$ cat src/rtl/qpc_pkg.sv
// Shared mode decoding for the quadrature position counter.
// Assumes the mode code layout: bit 2 enables decoding, bit 1 picks
// quadruple resolution, bit 0 picks max-count folding over index reset.
package qpc_pkg;

    typedef struct packed {
        logic quad_en;   // decoding active
        logic x4;        // count edges of both phases
        logic max_rst;   // fold around max_count
        logic idx_mode;  // index may clear, errors are tracked
    } qpc_mode_t;

    function automatic qpc_mode_t qpc_decode_mode(input logic [2:0] code);
        qpc_mode_t m;
        m.quad_en  = code[2];
        m.x4       = code[2] & code[1];
        m.max_rst  = code[2] & code[0];
        m.idx_mode = code[2] & ~code[0];
        return m;
    endfunction

endpackage

$ cat src/rtl/qpc_phase_decode.sv
// Phase decoder: optional A/B swap, previous-level register, and
// conversion of single-phase changes into up/down steps.
// Assumes phases are synchronous and filtered; the previous-level
// register tracks the inputs even in reset so enabling causes no step.
module qpc_phase_decode (
    input  logic clk,
    input  logic rst_n,
    input  logic a_raw,
    input  logic b_raw,
    input  logic swap,
    input  logic quad_en,
    input  logic x4,
    output logic a_cur,
    output logic b_cur,
    output logic step_up,
    output logic step_dn,
    output logic both_chg
);

    logic a_prev;
    logic b_prev;
    logic a_chg;
    logic b_chg;
    logic cnt_a;
    logic cnt_b;
    logic differ;

    // Route the raw inputs through the swap selector.
    always_comb begin
        a_cur = swap ? b_raw : a_raw;
        b_cur = swap ? a_raw : b_raw;
    end

    // Remember the last sampled phase levels.
    always_ff @(posedge clk) begin
        a_prev <= a_cur;
        b_prev <= b_cur;
    end

    // Classify the change and derive the step direction.
    always_comb begin
        a_chg    = a_cur ^ a_prev;
        b_chg    = b_cur ^ b_prev;
        both_chg = a_chg & b_chg;
        cnt_a    = quad_en & a_chg & ~b_chg;
        cnt_b    = quad_en & x4 & b_chg & ~a_chg;
        differ   = a_cur ^ b_cur;
        step_up  = (cnt_a & differ) | (cnt_b & ~differ);
        step_dn  = (cnt_a & ~differ) | (cnt_b & differ);
    end

    // at double resolution, a sample without an A change never steps.
    assert_x2_ignores_b_R3: assert property (@(posedge clk) disable iff (!rst_n)
        (!x4 && a_cur == a_prev) |-> !(step_up || step_dn));

    // a double change never produces a step.
    assert_no_step_on_double_R10: assert property (@(posedge clk) disable iff (!rst_n)
        (a_cur != a_prev && b_cur != b_prev) |-> !(step_up || step_dn));

endmodule

$ cat src/rtl/qpc_index_qual.sv
// Index qualifier: compares the phase levels against the match pattern
// (read per resolution) and emits a one-cycle fire on the rising edge
// of the qualified index. Assumes levels are synchronous.
module qpc_index_qual (
    input  logic       clk,
    input  logic       rst_n,
    input  logic       index_lvl,
    input  logic       a_cur,
    input  logic       b_cur,
    input  logic       x4,
    input  logic [1:0] match,
    output logic       idx_fire
);

    logic pat_ok;
    logic qual;
    logic qual_q;

    // Evaluate the pattern: both levels at x4, one selected phase at x2.
    always_comb begin
        if (x4)
            pat_ok = (a_cur == match[0]) && (b_cur == match[1]);
        else
            pat_ok = ((match[1] ? b_cur : a_cur) == match[0]);
        qual     = index_lvl & pat_ok;
        idx_fire = qual & ~qual_q;
    end

    // Hold the previous qualified level for edge detection.
    always_ff @(posedge clk) begin
        if (!rst_n) qual_q <= 1'b0;
        else        qual_q <= qual;
    end

    // a fire is a single-cycle edge, never two cycles in a row.
    assert_fire_single_R7: assert property (@(posedge clk) disable iff (!rst_n)
        idx_fire |=> !idx_fire);

endmodule

$ cat src/rtl/qpc_pos_count.sv
// Position counter: applies steps, max-count folding and index clears,
// keeps the direction status and pulses reset_evt on each clear/fold.
// Assumes step_up and step_dn are never both high.
module qpc_pos_count #(
    parameter int CNT_W = 16
) (
    input  logic             clk,
    input  logic             rst_n,
    input  logic             quad_en,
    input  logic             max_rst,
    input  logic             idx_mode,
    input  logic             idx_rst_en,
    input  logic             idx_fire,
    input  logic             step_up,
    input  logic             step_dn,
    input  logic [CNT_W-1:0] max_count,
    output logic [CNT_W-1:0] position,
    output logic             dir_up,
    output logic             reset_evt
);

    localparam logic [CNT_W-1:0] ZERO = '0;
    localparam logic [CNT_W-1:0] ONE  = {{(CNT_W-1){1'b0}}, 1'b1};

    logic idx_clear;

    // Index clear applies only in the index modes with the enable set.
    always_comb idx_clear = quad_en & idx_mode & idx_rst_en & idx_fire;

    // Update count, direction and the reset event.
    always_ff @(posedge clk) begin
        if (!rst_n) begin
            position  <= ZERO;
            dir_up    <= 1'b0;
            reset_evt <= 1'b0;
        end else begin
            reset_evt <= 1'b0;
            if (quad_en) begin
                if (step_up)      dir_up <= 1'b1;
                else if (step_dn) dir_up <= 1'b0;
                if (idx_clear) begin
                    position  <= ZERO;
                    reset_evt <= 1'b1;
                end else if (step_up) begin
                    if (max_rst && position == max_count) begin
                        position  <= ZERO;
                        reset_evt <= 1'b1;
                    end else begin
                        position <= position + ONE;
                    end
                end else if (step_dn) begin
                    if (max_rst && position == ZERO) begin
                        position  <= max_count;
                        reset_evt <= 1'b1;
                    end else begin
                        position <= position - ONE;
                    end
                end
            end
        end
    end

    assert_hold_disabled_R4: assert property (@(posedge clk) disable iff (!rst_n)
        !quad_en |=> ($stable(position) && $stable(dir_up)));

    assert_fold_up_R6: assert property (@(posedge clk) disable iff (!rst_n)
        (quad_en && max_rst && step_up && position == max_count) |=> position == ZERO);

    assert_index_clear_R7: assert property (@(posedge clk) disable iff (!rst_n)
        (quad_en && idx_mode && idx_rst_en && idx_fire) |=> (position == ZERO && reset_evt));

    assert_dir_up_R9: assert property (@(posedge clk) disable iff (!rst_n)
        (quad_en && step_up) |=> dir_up);

    assert_dir_dn_R9: assert property (@(posedge clk) disable iff (!rst_n)
        (quad_en && step_dn) |=> !dir_up);

endmodule

$ cat src/rtl/quad_pos_counter.sv
// Top of the quadrature position counter: mode decode, phase decoder,
// index qualifier, position counter and the sticky count-error flag.
// Assumes filtered, synchronous phase and index inputs.
module quad_pos_counter
    import qpc_pkg::*;
#(
    parameter int CNT_W = 16
) (
    input  logic             clk,
    input  logic             rst_n,
    input  logic             phase_a,
    input  logic             phase_b,
    input  logic             index_in,
    input  logic [2:0]       mode,
    input  logic             swap_ab,
    input  logic             idx_rst_en,
    input  logic [1:0]       idx_match,
    input  logic [CNT_W-1:0] max_count,
    input  logic             err_clear,
    input  logic             err_irq_mask,
    output logic [CNT_W-1:0] position,
    output logic             dir_up,
    output logic             count_err,
    output logic             err_evt,
    output logic             reset_evt
);

    qpc_mode_t m;
    logic a_cur;
    logic b_cur;
    logic step_up;
    logic step_dn;
    logic both_chg;
    logic idx_fire;
    logic err_hit;

    // Split the mode code into its control bits.
    always_comb m = qpc_decode_mode(mode);

    qpc_phase_decode u_dec (
        .clk      (clk),
        .rst_n    (rst_n),
        .a_raw    (phase_a),
        .b_raw    (phase_b),
        .swap     (swap_ab),
        .quad_en  (m.quad_en),
        .x4       (m.x4),
        .a_cur    (a_cur),
        .b_cur    (b_cur),
        .step_up  (step_up),
        .step_dn  (step_dn),
        .both_chg (both_chg)
    );

    qpc_index_qual u_idx (
        .clk       (clk),
        .rst_n     (rst_n),
        .index_lvl (index_in),
        .a_cur     (a_cur),
        .b_cur     (b_cur),
        .x4        (m.x4),
        .match     (idx_match),
        .idx_fire  (idx_fire)
    );

    qpc_pos_count #(.CNT_W(CNT_W)) u_cnt (
        .clk        (clk),
        .rst_n      (rst_n),
        .quad_en    (m.quad_en),
        .max_rst    (m.max_rst),
        .idx_mode   (m.idx_mode),
        .idx_rst_en (idx_rst_en),
        .idx_fire   (idx_fire),
        .step_up    (step_up),
        .step_dn    (step_dn),
        .max_count  (max_count),
        .position   (position),
        .dir_up     (dir_up),
        .reset_evt  (reset_evt)
    );

    // Errors are tracked only in the index modes.
    always_comb err_hit = m.idx_mode & both_chg;

    // Sticky error flag (set wins over clear) and its maskable pulse.
    always_ff @(posedge clk) begin
        if (!rst_n) begin
            count_err <= 1'b0;
            err_evt   <= 1'b0;
        end else begin
            err_evt <= err_hit & ~err_irq_mask;
            if (err_hit)        count_err <= 1'b1;
            else if (err_clear) count_err <= 1'b0;
        end
    end

    assert_err_sticky_R10: assert property (@(posedge clk) disable iff (!rst_n)
        (count_err && !err_clear) |=> count_err);

    assert_err_pulse_R11: assert property (@(posedge clk) disable iff (!rst_n)
        err_evt |-> count_err);

endmodule

$ cat config.mk
export PLATFORM = sky130hd
export DESIGN_NAME = quad_pos_counter
export DESIGN_NICKNAME = d
export VERILOG_FILES = /design/src/rtl/qpc_pkg.sv /design/src/rtl/qpc_phase_decode.sv /design/src/rtl/qpc_index_qual.sv /design/src/rtl/qpc_pos_count.sv /design/src/rtl/quad_pos_counter.sv
export SDC_FILE = /design/constraint.sdc
export NUM_CORES = 1
export LEC_CHECK = 0
export BUFFER_PORTS_ARGS = -buffer_cell sky130_fd_sc_hd__buf_2
export CORE_ASPECT_RATIO = 1.5
export CORE_UTILIZATION = 35
export CTS_BUF_LIST = sky130_fd_sc_hd__clkbuf_4
export DETAILED_ROUTE_END_ITERATION = 6
export PLACE_DENSITY = 0.67
export SYNTH_ARGS = -nofsm -noshare
export SYNTH_HDL_FRONTEND = slang
export SYNTH_SLANG_ARGS = --single-unit
$ cat constraint.sdc
create_clock -name clk -period 3.3 [get_ports clk]
set_input_delay 0.33 -clock clk [delete_from_list [all_inputs] [get_ports clk]]
set_output_delay 0.33 -clock clk [all_outputs]
set_load 0.05 [all_outputs]
Word-level counts from Yosys, hierarchy flattened
Cells that the tools add are included.

Word-level logic and storage cells: 73. Input port bits: 30. Bits in registers: 23. Output and inout bits: 20.

Eq/ne operators: 4. Bitwise operators: 31. Reduce and logical (&&, ||, !) cells: 10. Multiplexer cells: 18. Add/sub/neg operators: 2.

Operators by type and width (count): $mux 16 (5); $and 1x1->1 (20); $add 16x1->16 const B (1); $eq 16x16->1 (1); $logic_not 16->1 (1); $sub 16x1->16 const B (1); $mux 1 (13); $not 1->1 (6); $reduce_and 2->1 (3); $reduce_bool 2->1 (2); $eq 1x1->1 (3); $logic_and 1x1->1 (3); $reduce_bool 3->1 (1); $xor 1x1->1 (3); $or 1x1->1 (2).

Depth between registers and ports, before layout
Depth in word-level cells: 9. Gate-level depth with buffers: 11. Depth with buffers taken out: 9.

By module
A second synthesis with hierarchy kept.

Cells, all modules: 316. Area total of the unflattened synthesis: 2424.8 um^2.

Modules (own cells, without submodules): qpc_pos_count (sequential area each 360.3 um^2, cells each 262, instances 1, area each 1949.4 um^2); qpc_phase_decode (sequential area each 40.0 um^2, cells each 33, instances 1, area each 265.3 um^2); qpc_index_qual (sequential area each 20.0 um^2, cells each 12, instances 1, area each 105.1 um^2); quad_pos_counter (sequential area each 40.0 um^2, cells each 9, instances 1, area each 105.1 um^2).

Worst setup path after synthesis
No wires, ideal clock.

Kind: register to register. Start point: register u_cnt.position[7]. End point: register u_cnt.position[5]. Stages on the path, launching flop included: 10. Arrival: 2680 ps. Path buffers: 3. Library setup time: 115 ps. Path slack: 505 ps. Data required time: 3185 ps. Cells stage by stage: dfxtp_1 -> buf_6 -> or4_4 -> or3_4 -> or4_4 -> buf_6 -> buf_6 -> o211ai_2 -> a31oi_1 -> o21a_1.

Word-level cells in the longest chain between the ends: 6. Elaborated cells on any way between the ends: 9. Those cells by class: eq/ne: 1; mux: 5; reduce/logical: 3.

Ends and longest elaborated chain: start, declared (RTL line qpc_pos_count.sv:17) `output logic [CNT_W-1:0] position,`; start signal, assigned (RTL line qpc_pos_count.sv:49) `position <= position + ONE;`; start signal, assigned (RTL line qpc_pos_count.sv:53) `position <= max_count;`; start signal, assigned (RTL line qpc_pos_count.sv:56) `position <= position - ONE;`; $logic_not 16->1 (RTL line qpc_pos_count.sv:52) `if (max_rst && position == ZERO) begin`; $logic_and 1x1->1 (RTL line qpc_pos_count.sv:52); $mux 16 (RTL line qpc_pos_count.sv:52); $mux 16 (RTL line qpc_pos_count.sv:51) `end else if (step_dn) begin`; $mux 16 * (RTL line qpc_pos_count.sv:44) `end else if (step_up) begin`; $mux 16 * (RTL line qpc_pos_count.sv:41) `if (idx_clear) begin`.

Every way passes the cells marked *; elsewhere a longest branch is shown, timed or not. The select of a mux whose other input is x is not followed. A chain may end at the register's enable or synchronous reset.

Final worst setup path
Start point: register u_cnt.position[2]. End point: register u_cnt.position[13].

Word-level cells in the longest chain between the ends: 6. Elaborated cells on any way between the ends: 11. Those cells by class: add/sub: 2; eq/ne: 1; mux: 5; reduce/logical: 3.

Ends and longest elaborated chain (RTL line): branches (longest 4 deep; another with $sub 16x1->16); $mux 16 * (qpc_pos_count.sv:44); $mux 16 * (qpc_pos_count.sv:41).

Mark *: on every way between the ends. The select of a mux whose other input is x is not followed.

==> results.toml <==
[floorplan]
dieHeight_um = 100
start_util_pct = 36.7
ioPinCount = 50
rows = 35
core_um2 = 6170
die_w_um = 67.7
design.die.area_um2 = 6800

[global_route]
grt_max_degree = 26
antenna_found_initial = 0
grt_overflow_total = 0
grt_pass1_wl_mm = 11.5
grt_pass1_vias = 2380
grtUsageTotal_pct = 22.5

[worst_setup_path]
cp-startpoint = "u_cnt.position[2]"
cpLargestDelayFamily = "simple AND/OR/NAND/NOR gates"
crit_path_end = "u_cnt.position[13]"
timing.rr.start = "u_cnt.position[2]"
crit_type = "reg2reg"
crit_path_cell_trace = "or4_1 > nor4_2 > nand2b_1 > or3_1 > o311ai_0 > o21a_1 > o22ai_1"
reg2reg_depth = 7
worstSetupStartpointType = "flop"
reg2reg_to = "u_cnt.position[13]"
arrival_ns = 3.15
cp.buffers_inverters = 0
reg2reg_setup_slack_ns = 0.36
max_stage_delay_ns = 0.70
crit_cells = 7
crit_fanout = 12
cp-end-kind = "flop"
cp_slowest_cell = "or4_1"
cp.required_ns = 3.51

[routing]
dr.pass1.iters = 5
wl_per_cell_um = 17.3
drtAntennaViolNets = 0
drt-total-wl_mm = 7.25
drt_iter0_drc = 182
drc = 0
viasPerCell = 6.15
vias = 2581

[clocking]
hold_buffers = 0
worstSkewPairLatency_ns = 0.34
cts_htree_levels = 1
path_clk_slew_ns = 0.16
cts_resized = 0
cts.sinks = 23
cts.root.buffer_cell = "clkbuf_4"
cts_tree = "yes"
max-clock-path-buffers = 2
cts_buffers = 3
cts_setup_buffers = 0

[pwr]
peakVddDrop_mv = 0.264
netSwitchingPower_mw = 0.744
finalPower_mw = 1.44
combPwrFrac_pct = 60.2
swShare_pct = 51.5
p_leak_nw = 1.06
clkPwrFrac_pct = 10.9
seqPwrFrac_pct = 28.9
internal_power_mw = 0.701
p_per_area_nw_per_um2 = 566

[timing]
drv_slew = 0
tightestPinTransition_ns = 0.613
fin_crit_sh_pct = 89.2
setup_viol = 0
whs_ns = 0.137
tns_ns = 0
clock.fmax_mhz = 340
hold_viol_final = 0
rsz0062_at_grt = "false"
clock_skew_ns = 0.0145
min_period_ns = 2.94
slew_headroom_pct = 58.8
layout_setup_ws_ns = 0.355

[synth]
synth_ff_type = "dfxtp_1"
syn_area_per_cell_um2 = 7.21
synth_cell_type_count = 58
synth_area_um2 = 2260
synth-seq-cells = 23
synthCells = 314
synth_fp_nets = 347
yosysSeqAreaShare_pct = 20.3
yosys_warnings = 0
async_reset_ff_share_pct = 0
synth-edff-count = 0

[final_layout]
area_growth_pct = 12.8
final_area_um2 = 2550
drive_above_1_share_pct = 20.5
num_antenna_cells = 0
nets = 380

[placed_design]
place_congestion = 0.995
port_buffers = 49
place_hpwl_mm = 5.56
place_area_um2 = 2520
dp_slack_ns = 0.447

[hold_path]
hp-class = "in2reg"

[job]
maxCapViolations = 0

[run_status]
outcome = "completed"
[through the flow]
step           std cells  utilization [%]
6_report             420             41.3
3_3_place_gp         416             40.9
3_5_place_dp         416             40.9
5_1_grt              420             41.3
4_1_cts              420             41.3
2_1_floorplan        314                -
[power groups by stage]
| stage | Clock (mW) | Combinational [mW] | Sequential, mW |
|---|---|---|---|
| 5_1_grt | 0.168 | 0.943 | 0.427 |
| 4_1_cts | 0.159 | 0.861 | 0.414 |
| 3_5_place_dp | 0 | 0.857 | 0.421 |
| 6_report | 0.158 | 0.870 | 0.417 |
| 3_3_place_gp | 0 | 0.854 | 0.420 |
| 2_1_floorplan | 0 | 0.564 | 0.515 |
[cell type report]
cell class                      count  area, um2
Sequential cell                    23        460
Inverter                           10       37.5
Fill cell                         650       3620
Tap cell                           74       92.6
Clock buffer                        4       30.0
Multi-Input combinational cell    254       1640
Timing Repair Buffer               55        290
[metal layers]
metal / global-route usage (%) / vias to the layer above / wire length, um
met2: 39.6 / 117 / 3760
li1: - / 1245 / -
met4: 9.00 / 0 / 193
met3: 2.83 / 17 / 434
met5: 0 / - / 0
met1: 26.4 / 1202 / 2870
[cell usage in the layout (no fill, tap or decap), drive strengths merged, types with 5 or more instances in the layout]
cell / n
nor2: 20
and3: 5
nor3b: 5
or4: 6
o31ai: 5
buf: 55
nand2: 32
nand3: 11
a211oi: 6
nand4: 5
nand3b: 5
a21oi: 23
dfxtp: 23
nor3: 11
o21ai: 23
a31oi: 7
inv: 10
xor2: 19
xnor2: 5
nor4: 9
[cell usage after synthesis, drive strengths merged, types with 6 or more instances]
cell type | instances | share of area [%]
o21ai | 23 | 5.1
nand2 | 32 | 5.3
dfxtp | 23 | 20
buf | 8 | 2.5
a31oi | 7 | 1.9
clkbuf | 19 | 3.2
nor4 | 9 | 2.8
a211oi | 6 | 2.0
nor2 | 20 | 3.3
inv | 10 | 1.7
nor3 | 11 | 2.4
nand3 | 11 | 2.4
a21oi | 23 | 5.1
or4 | 6 | 2.3
xor2 | 19 | 7.4
[sequential cells by signal, indices dropped and copies added, names as in the netlist]
signal	cells
u_cnt.reset_evt	1
u_idx.qual_q	1
err_evt	1
u_cnt.dir_up	1
u_dec.b_prev	1
count_err	1
u_dec.a_prev	1
u_cnt.position	16
[how the worst min path moves through the flow]
stage / from / endpoint / cells past startpoint / slack [ns]
after floorplan: err_irq_mask / err_evt / 1 / 0.40
after global placement: count_err / count_err / 2 / 0.46
after detailed placement: count_err / count_err / 2 / 0.47
after CTS: err_irq_mask / err_evt / 2 / 0.14
after global routing: err_irq_mask / err_evt / 2 / 0.13
final: err_irq_mask / err_evt / 2 / 0.14
[cells by family (layout without fill, tap and decap cells)]
family,Yosys count,after routing,synth area share (%)
and+or+nand+nor,130,130,32.1
AOI/OAI and AO/OA,93,93,27.5
buffers and inverters,37,69,7.35
xor gates and xnor gates,24,24,9.29
DFF,23,23,20.3
muxes,4,4,1.77
adders and majority gates,3,3,1.66
(Power assumes the default switching activity.)
